## src/rtl/srw_pkg.sv

```systemverilog
package srw_pkg;
  localparam int unsigned SEQ_W  = 16;
  localparam int unsigned TIME_W = 10;
  localparam int unsigned OUT_W  = 2;
  localparam int unsigned PASS_W = 4;
  localparam int unsigned DATA_W = 32;

  typedef enum logic [OUT_W-1:0] {
    OUT_OK          = 2'd0,
    OUT_BLOCKED     = 2'd1,
    OUT_FAILED      = 2'd2,
    OUT_RES_BLOCKED = 2'd3
  } outcome_e;

  typedef struct packed {
    logic [SEQ_W-1:0]  seq;
    logic [TIME_W-1:0] exec_us;
    outcome_e          outcome;
    logic              err;
    logic [DATA_W-1:0] stamp;
  } status_rec_t;

  // error flag is only meaningful when the command ran at all
  function automatic logic err_visible(input status_rec_t r);
    return r.err && (r.outcome == OUT_OK || r.outcome == OUT_BLOCKED);
  endfunction

  // compose one word of a record
  function automatic logic [DATA_W-1:0] pack_word(input int unsigned idx,
                                                  input int unsigned last_idx,
                                                  input status_rec_t r,
                                                  input logic [PASS_W-1:0] pass);
    logic [DATA_W-1:0] w;
    w = '0;
    if (idx == 0)
      w = {4'b0000, r.outcome, r.exec_us, r.seq};
    else if (idx == 1)
      w = r.stamp;
    else if (idx == 2)
      w = {31'b0, err_visible(r)};
    if (idx == last_idx)
      w = {pass, 28'b0};
    return w;
  endfunction

  // word address of a record word inside the ring
  function automatic int unsigned word_addr(input int unsigned slot,
                                            input int unsigned idx,
                                            input int unsigned words);
    return slot * words + idx;
  endfunction
endpackage

```

## src/rtl/srw_exec_timer.sv

```systemverilog
module srw_exec_timer #(
  parameter int unsigned CYC_PER_US = 100,
  parameter int unsigned TIME_W     = 10
) (
  input  logic              clk,
  input  logic              rst_n,
  input  logic              start_i,
  input  logic              stop_i,
  output logic [TIME_W-1:0] us_o
);
  localparam int unsigned PRE_W = (CYC_PER_US > 1) ? $clog2(CYC_PER_US) : 1;
  localparam logic [PRE_W-1:0]  PRE_LAST = PRE_W'(CYC_PER_US - 1);
  localparam logic [TIME_W-1:0] US_MAX   = '1;

  logic [PRE_W-1:0] pre_q;
  logic             run_q;
  logic             us_tick;

  assign us_tick = run_q && (pre_q == PRE_LAST);

  always_ff @(posedge clk) begin
    if (!rst_n) begin
      pre_q <= '0;
      us_o  <= '0;
      run_q <= 1'b0;
    end else if (start_i) begin
      pre_q <= '0;
      us_o  <= '0;
      run_q <= 1'b1;
    end else if (stop_i) begin
      run_q <= 1'b0;
    end else if (run_q) begin
      pre_q <= us_tick ? '0 : pre_q + 1'b1;
      if (us_tick && us_o != US_MAX) us_o <= us_o + 1'b1;
    end
  end

  a_r4_saturate: assert property (@(posedge clk) disable iff (!rst_n)
    (us_o == US_MAX && !start_i) |=> (us_o == US_MAX));
  a_r4_no_jump: assert property (@(posedge clk) disable iff (!rst_n)
    (!start_i && us_o != US_MAX) |=> (us_o == $past(us_o) || us_o == $past(us_o) + 1'b1));
endmodule

```

## src/rtl/srw_ring_ptr.sv

```systemverilog
module srw_ring_ptr #(
  parameter int unsigned ENTRIES = 64,
  parameter int unsigned PASS_W  = 4
) (
  input  logic              clk,
  input  logic              rst_n,
  input  logic              adv_i,
  output logic [(ENTRIES > 1 ? $clog2(ENTRIES) : 1)-1:0] slot_o,
  output logic [PASS_W-1:0] pass_o,
  output logic              wrap_o
);
  localparam int unsigned SLOT_W = (ENTRIES > 1) ? $clog2(ENTRIES) : 1;
  localparam logic [SLOT_W-1:0] SLOT_LAST = SLOT_W'(ENTRIES - 1);

  assign wrap_o = adv_i && (slot_o == SLOT_LAST);

  always_ff @(posedge clk) begin
    if (!rst_n) begin
      slot_o <= '0;
      pass_o <= '0;
    end else if (adv_i) begin
      slot_o <= wrap_o ? '0 : slot_o + 1'b1;
      if (wrap_o) pass_o <= pass_o + 1'b1;
    end
  end

  a_r6_pass_step: assert property (@(posedge clk) disable iff (!rst_n)
    wrap_o |=> (pass_o == $past(pass_o) + 1'b1) && (slot_o == '0));
  a_r6_pass_hold: assert property (@(posedge clk) disable iff (!rst_n)
    !wrap_o |=> $stable(pass_o));
  a_r5_slot_range: assert property (@(posedge clk) disable iff (!rst_n)
    slot_o <= SLOT_LAST);
endmodule

```

## src/rtl/srw_word_seq.sv

```systemverilog
module srw_word_seq #(
  parameter int unsigned WORDS = 26
) (
  input  logic clk,
  input  logic rst_n,
  input  logic launch_i,
  input  logic ack_i,
  output logic req_o,
  output logic [$clog2(WORDS)-1:0] idx_o,
  output logic last_ack_o
);
  localparam int unsigned IDX_W = $clog2(WORDS);
  localparam logic [IDX_W-1:0] IDX_LAST = IDX_W'(WORDS - 1);

  logic word_ack;
  assign word_ack   = req_o && ack_i;
  assign last_ack_o = word_ack && (idx_o == IDX_LAST);

  always_ff @(posedge clk) begin
    if (!rst_n) begin
      req_o <= 1'b0;
      idx_o <= '0;
    end else if (!req_o) begin
      if (launch_i) begin
        req_o <= 1'b1;
        idx_o <= '0;
      end
    end else if (word_ack) begin
      if (last_ack_o) req_o <= 1'b0;
      else            idx_o <= idx_o + 1'b1;
    end
  end

  a_r9_req_hold: assert property (@(posedge clk) disable iff (!rst_n)
    (req_o && !ack_i) |=> (req_o && $stable(idx_o)));
  a_r5_word_order: assert property (@(posedge clk) disable iff (!rst_n)
    (word_ack && !last_ack_o) |=> (idx_o == $past(idx_o) + 1'b1));
endmodule

```

## src/rtl/status_ring_writer.sv

```systemverilog
module status_ring_writer #(
  parameter int unsigned ENTRIES    = 64,
  parameter int unsigned WORDS      = 26,
  parameter int unsigned CYC_PER_US = 100,
  localparam int unsigned ADDR_W    = $clog2(ENTRIES * WORDS),
  localparam int unsigned SLOT_W    = (ENTRIES > 1) ? $clog2(ENTRIES) : 1,
  localparam int unsigned IDX_W     = $clog2(WORDS)
) (
  input  logic              clk,
  input  logic              rst_n,
  input  logic              exec_start_i,
  input  logic              done_valid_i,
  output logic              done_ready_o,
  input  logic [15:0]       done_seq_i,
  input  logic [1:0]        done_outcome_i,
  input  logic              done_err_i,
  input  logic [31:0]       stamp_i,
  output logic              mem_req_o,
  output logic [ADDR_W-1:0] mem_addr_o,
  output logic [31:0]       mem_wdata_o,
  input  logic              mem_ack_i,
  output logic              irq_o
);
  import srw_pkg::*;

  logic              accept;
  logic              last_ack;
  logic [IDX_W-1:0]  word_idx;
  logic [SLOT_W-1:0] slot;
  logic [PASS_W-1:0] pass;
  logic              wrap;
  logic [TIME_W-1:0] exec_us;
  status_rec_t       rec_q;

  assign done_ready_o = !mem_req_o;
  assign accept       = done_valid_i && done_ready_o;

  srw_exec_timer #(.CYC_PER_US(CYC_PER_US), .TIME_W(TIME_W)) timer_i (
    .clk(clk), .rst_n(rst_n), .start_i(exec_start_i), .stop_i(accept), .us_o(exec_us)
  );

  srw_word_seq #(.WORDS(WORDS)) seq_i (
    .clk(clk), .rst_n(rst_n), .launch_i(accept), .ack_i(mem_ack_i),
    .req_o(mem_req_o), .idx_o(word_idx), .last_ack_o(last_ack)
  );

  srw_ring_ptr #(.ENTRIES(ENTRIES), .PASS_W(PASS_W)) ptr_i (
    .clk(clk), .rst_n(rst_n), .adv_i(last_ack), .slot_o(slot), .pass_o(pass), .wrap_o(wrap)
  );

  always_ff @(posedge clk) begin
    if (!rst_n) begin
      rec_q <= '0;
      irq_o <= 1'b0;
    end else begin
      irq_o <= last_ack;
      if (accept) begin
        rec_q.seq     <= done_seq_i;
        rec_q.exec_us <= exec_us;
        rec_q.outcome <= outcome_e'(done_outcome_i);
        rec_q.err     <= done_err_i;
        rec_q.stamp   <= stamp_i;
      end
    end
  end

  assign mem_wdata_o = pack_word(int'(word_idx), WORDS - 1, rec_q, pass);
  assign mem_addr_o  = ADDR_W'(word_addr(int'(slot), int'(word_idx), WORDS));

  a_r7_irq_pulse: assert property (@(posedge clk) disable iff (!rst_n)
    irq_o |=> !irq_o);
  a_r7_irq_cause: assert property (@(posedge clk) disable iff (!rst_n)
    last_ack |=> irq_o);
  a_r8_busy_blocks: assert property (@(posedge clk) disable iff (!rst_n)
    mem_req_o |-> !done_ready_o);
  a_r9_bus_hold: assert property (@(posedge clk) disable iff (!rst_n)
    (mem_req_o && !mem_ack_i) |=> (mem_req_o && $stable(mem_addr_o) && $stable(mem_wdata_o)));
  a_r5_addr_range: assert property (@(posedge clk) disable iff (!rst_n)
    mem_req_o |-> (int'(mem_addr_o) < ENTRIES * WORDS));
  a_r1_top_nibble: assert property (@(posedge clk) disable iff (!rst_n)
    (mem_req_o && word_idx == '0) |-> (mem_wdata_o[31:28] == 4'b0000));
endmodule

```

## config.mk

```make
export PLATFORM = sky130hd
export DESIGN_NAME = status_ring_writer
export DESIGN_NICKNAME = d
export VERILOG_FILES = /design/src/rtl/srw_pkg.sv /design/src/rtl/srw_exec_timer.sv /design/src/rtl/srw_ring_ptr.sv /design/src/rtl/srw_word_seq.sv /design/src/rtl/status_ring_writer.sv
export SDC_FILE = /design/constraint.sdc
export NUM_CORES = 1
export LEC_CHECK = 0
export CAP_MARGIN = 5
export CORE_MARGIN = 1
export CORE_UTILIZATION = 30
export CTS_BUF_LIST = sky130_fd_sc_hd__clkbuf_8
export CTS_CLUSTER_DIAMETER = 40
export DETAILED_ROUTE_END_ITERATION = 8
export HOLD_SLACK_MARGIN = 0.05
export MAX_ROUTING_LAYER = met4
export PLACE_DENSITY = 0.49
export SYNTH_ARGS = -nofsm -noshare
export SYNTH_HDL_FRONTEND = slang
export SYNTH_SLANG_ARGS = --single-unit
```

## constraint.sdc

```tcl
create_clock -name clk -period 9.1 [get_ports clk]
set_input_delay 1.82 -clock clk [delete_from_list [all_inputs] [get_ports clk]]
set_output_delay 1.82 -clock clk [all_outputs]
set_load 0.01 [all_outputs]
```

==> impl_metrics.tcl <==
set metrics [dict create \
    grt.met3_usage 0.0355 \
    timing.critical_path.cells "ha_1 -> inv_1 -> fa_1 -> inv_1 -> ha_1 -> a21o_1 -> a21oi_1 -> xnor2_1 -> nand4_1 -> nor3_1 -> xor2_1 -> clkdlybuf4s50_1" \
    num_vias 4103 \
    min-delay-start "rec_q[6]" \
    max-clock-path-buffers 2 \
    path_buf_inv 3 \
    synth-warning-count 0 \
    whs_ps 469 \
    die-area_um2 16700 \
    synth.top_cells.by_area "sky130_fd_sc_hd__dfxtp_1 40%, sky130_fd_sc_hd__nand2_1 11%, sky130_fd_sc_hd__a21boi_0 10%" \
    rr_startpoint "seq_i.idx_o[0]" \
    antenna_found_initial 0 \
    layout_min_cycle_time_ps 5590 \
    numCtsBuffers 9 \
    final_period_utilization 0.615 \
    area_growth_syn_to_layout_pct 28.5 \
    total_switching_power_uw 207 \
    cts_hold_buffers 0 \
    critPathSlowestCell "sky130_fd_sc_hd__fa_1" \
    grt_pass1_vias 4001 \
    synthesis.nets 659 \
    yosys-mux-area-fraction 0.00206 \
    outcome "finished, violations left" \
    worst_hold_path_type "reg2reg" \
    synth_flop_cell "sky130_fd_sc_hd__dfxtp_1" \
    met1_use_gr 0.191 \
    grt_use_met2 0.260 \
    fp_rows 46 \
    timing.clock.skew_ps 13.2 \
    clock_sink_count 96 \
    max-slew-margin-rel 0.489 \
    intPower_uw 589 \
    power.total_uw 796 \
    floorplan.initialDensity 0.306 \
    crit_path_start "ptr_i.slot_o[0]" \
    die_y_um 129 \
    finish.utilization 0.394 \
    postRouteAntennaNets 0 \
    share_of_the_yosys_chip_area_belonging_to_registers 0.396 \
    violations_in_the_final_reports "design-rule violations" \
    yosys.area_share.xor_xnor 0.0524 \
    drive_gt1_frac 0.0469 \
    report.final.hold_viol_count 0 \
    detail_route.vias_per_cell 4.68 \
    end_kind "primary output" \
    postSynth.asyncResetShare 0 \
    wl_per_cell_um 13.7 \
    switching_share 0.260 \
    die_width_um 129 \
    timing.critical_path.from_type "flip-flop" \
    power-per-cell-area_nw_per_um2 128 \
    grt_start_max_net_pins 78 \
    unrepaired_setup_endpoints_after_global_routing "false" \
    synth_area_per_cell_um2 8.48 \
    synth_top_family_by_area "simple AND/OR/NAND/NOR gates" \
    finalSetupViolations 0 \
    post_cts.repair.setup_buffers 0 \
    path_max_fanout 6 \
    fmax_mhz 179 \
    drc 1 \
    synth_enable_flop_cells 0 \
    antenna-diode-count 0 \
    design.portCount 102 \
    critical_path_required_ps 7280 \
    worst-setup-path-type "reg2out" \
    synth.cell_area_um2 4850 \
    wirelength_mm 12.0 \
    comb_power_share 0.114 \
    static-leakage-power_uw 0.00233 \
    core_area_um2 15800 \
    report.final.slew_viol_count 0 \
    worstPathArrival_ps 3770 \
    drt-initial-drc-count 126 \
    gr-usage-all-layers 0.156 \
    synth_largest_area_cell "sky130_fd_sc_hd__dfxtp_1" \
    clkSlewWorstSetupHoldPaths_ps 100 \
    vdd.ir_drop.worst_mv 0.0696 \
    insertion_delay_ps 380 \
    cts_tree "built" \
    synth-seq-cells 96 \
    synth_top_area_frac 0.396 \
    total_gr_overflow 0 \
    worst_slew_pin_slew_ps 766 \
    hpwlAfterDp_mm 8.18 \
    synthCells 572 \
    critical-path-top-delay-family "adder cells" \
    power_frac_clock 0.331 \
    fin_setup_tns_ps 0 \
    post_synth_and_or_nand_nor_area_fraction 0.218 \
    cp_peak_stage_delay_ps 570 \
    grt_pass1_wl_mm 19.8 \
    grt_most_used_layer "met2" \
    power.share.sequential 0.555 \
    root_buffer "sky130_fd_sc_hd__clkbuf_8" \
    synth_compound_gate_area_share 0.203 \
    cts-resized-gates 0 \
    gpl.final_weighted_congestion 0.836 \
    r2r_slack_ps 6790 \
    synth_fa_ha_area_frac 0.0862 \
    port-buffer-count 101 \
    nNetsFinal 743 \
    maxCapViolations 0 \
    cts_max_level 3 \
    drt-pass1-iter-count 6 \
    ys_types 47 \
]
## sequential cells by signal (all words and copies together), names as in the netlist
register,cells
irq_o,1
ptr_i.pass_o,4
ptr_i.slot_o,6
rec_q,61
seq_i.idx_o,5
seq_i.req_o,1
timer_i.pre_q,7
timer_i.run_q,1
timer_i.us_o,10
## synthesized netlist by cell type (2+ instances only)
master / number
sky130_fd_sc_hd__o21a_1: 2
sky130_fd_sc_hd__nor2b_1: 6
sky130_fd_sc_hd__and2_1: 9
sky130_fd_sc_hd__xor2_1: 12
sky130_fd_sc_hd__buf_1: 3
sky130_fd_sc_hd__fa_1: 4
sky130_fd_sc_hd__nor4_1: 2
sky130_fd_sc_hd__or3_1: 5
sky130_fd_sc_hd__nand2b_1: 3
sky130_fd_sc_hd__o21ai_0: 10
sky130_fd_sc_hd__buf_4: 2
sky130_fd_sc_hd__a21boi_0: 65
sky130_fd_sc_hd__a21o_1: 3
sky130_fd_sc_hd__dfxtp_1: 96
sky130_fd_sc_hd__inv_1: 17
sky130_fd_sc_hd__nand4_1: 9
sky130_fd_sc_hd__a21oi_1: 13
sky130_fd_sc_hd__nand3_1: 9
sky130_fd_sc_hd__ha_1: 27
sky130_fd_sc_hd__nor3_1: 8
sky130_fd_sc_hd__nand2_1: 148
sky130_fd_sc_hd__xnor2_1: 17
sky130_fd_sc_hd__clkbuf_1: 26
sky130_fd_sc_hd__nor2_1: 23
sky130_fd_sc_hd__a22o_1: 31
## power by group through the flow
| stage | sequential, uW | combinational, uW | clock (uW) |
|---|---|---|---|
| floorplan | 449 | 44.0 | 0 |
| global placement | 451 | 92.0 | 0 |
| detailed placement | 452 | 93.0 | 0 |
| CTS | 442 | 93.5 | 275 |
| global route | 444 | 101 | 292 |
| finish | 442 | 90.7 | 263 |
## per-stage QoR
stage                     setup slack (ps)  area (um2)  instances
after CTS                             3460        6230        877
after global placement                3960        6050        861
after global routing                  3280        6230        877
after floorplan                       4570        4850        572
after detailed placement              3900        6050        861
final                                 3510        6230        877
## per-layer routing
metal  vias up  part of all wire
li1       2111                 -
met1      1918              0.47
met2        65              0.49
met3         9             0.032
met4         0            0.0084
met5         -                 0
## tightest hold or removal path, delay by kind of cell, from the launching register on
family	cells	cell delay, ps
AOI/OAI and AO/OA	1	60
DFF	1	320
and+or+nand+nor	1	50
## final cells by class
| class | count | area (um2) |
|---|---|---|
| clock buffer | 10 | 138 |
| sequential | 96 | 1920 |
| multi-input combinational | 426 | 2750 |
| tap | 216 | 270 |
| clock inverter | 6 | 43.8 |
| fill | 1636 | 9600 |
| timing repair buffer | 106 | 1040 |
| inverter | 17 | 63.8 |
## cell usage in the layout, fill, tap and decap left out, drive strengths merged, types with 3 or more instances in the layout
cell and count:
and2 9, a21o 3, dfxtp 96, nand2 148, xnor2 17, inv 19
nand3 9, a22o 31, nor3 8, clkinvlp 3, fa 4, nor2b 6
o21ai 11, a21boi 65, buf 6, nor4 3, clkdlybuf4s50 100, nor2 23
xor2 12, or3 5, nand2b 3, nand4 9, a21oi 13, clkbuf 10
ha 27
## logic make-up after synthesis
family | Yosys count
AOI/OAI and AO/OA | 132
xor gates and xnor gates | 29
adders and majority gates | 31
buffers and inverters | 50
DFF | 96
muxes | 1
and+or+nand+nor | 233
## final timing paths
| path | endpoint | cells after the start |
|---|---|---|
| setup / recovery | mem_addr_o[10] | 12 |
| hold / removal | rec_q[6] | 2 |
| setup reg to reg | ptr_i.slot_o[1] | 7 |
| hold reg to reg | rec_q[6] | 2 |
No activity file was read; power rests on OpenSTA's default activity.
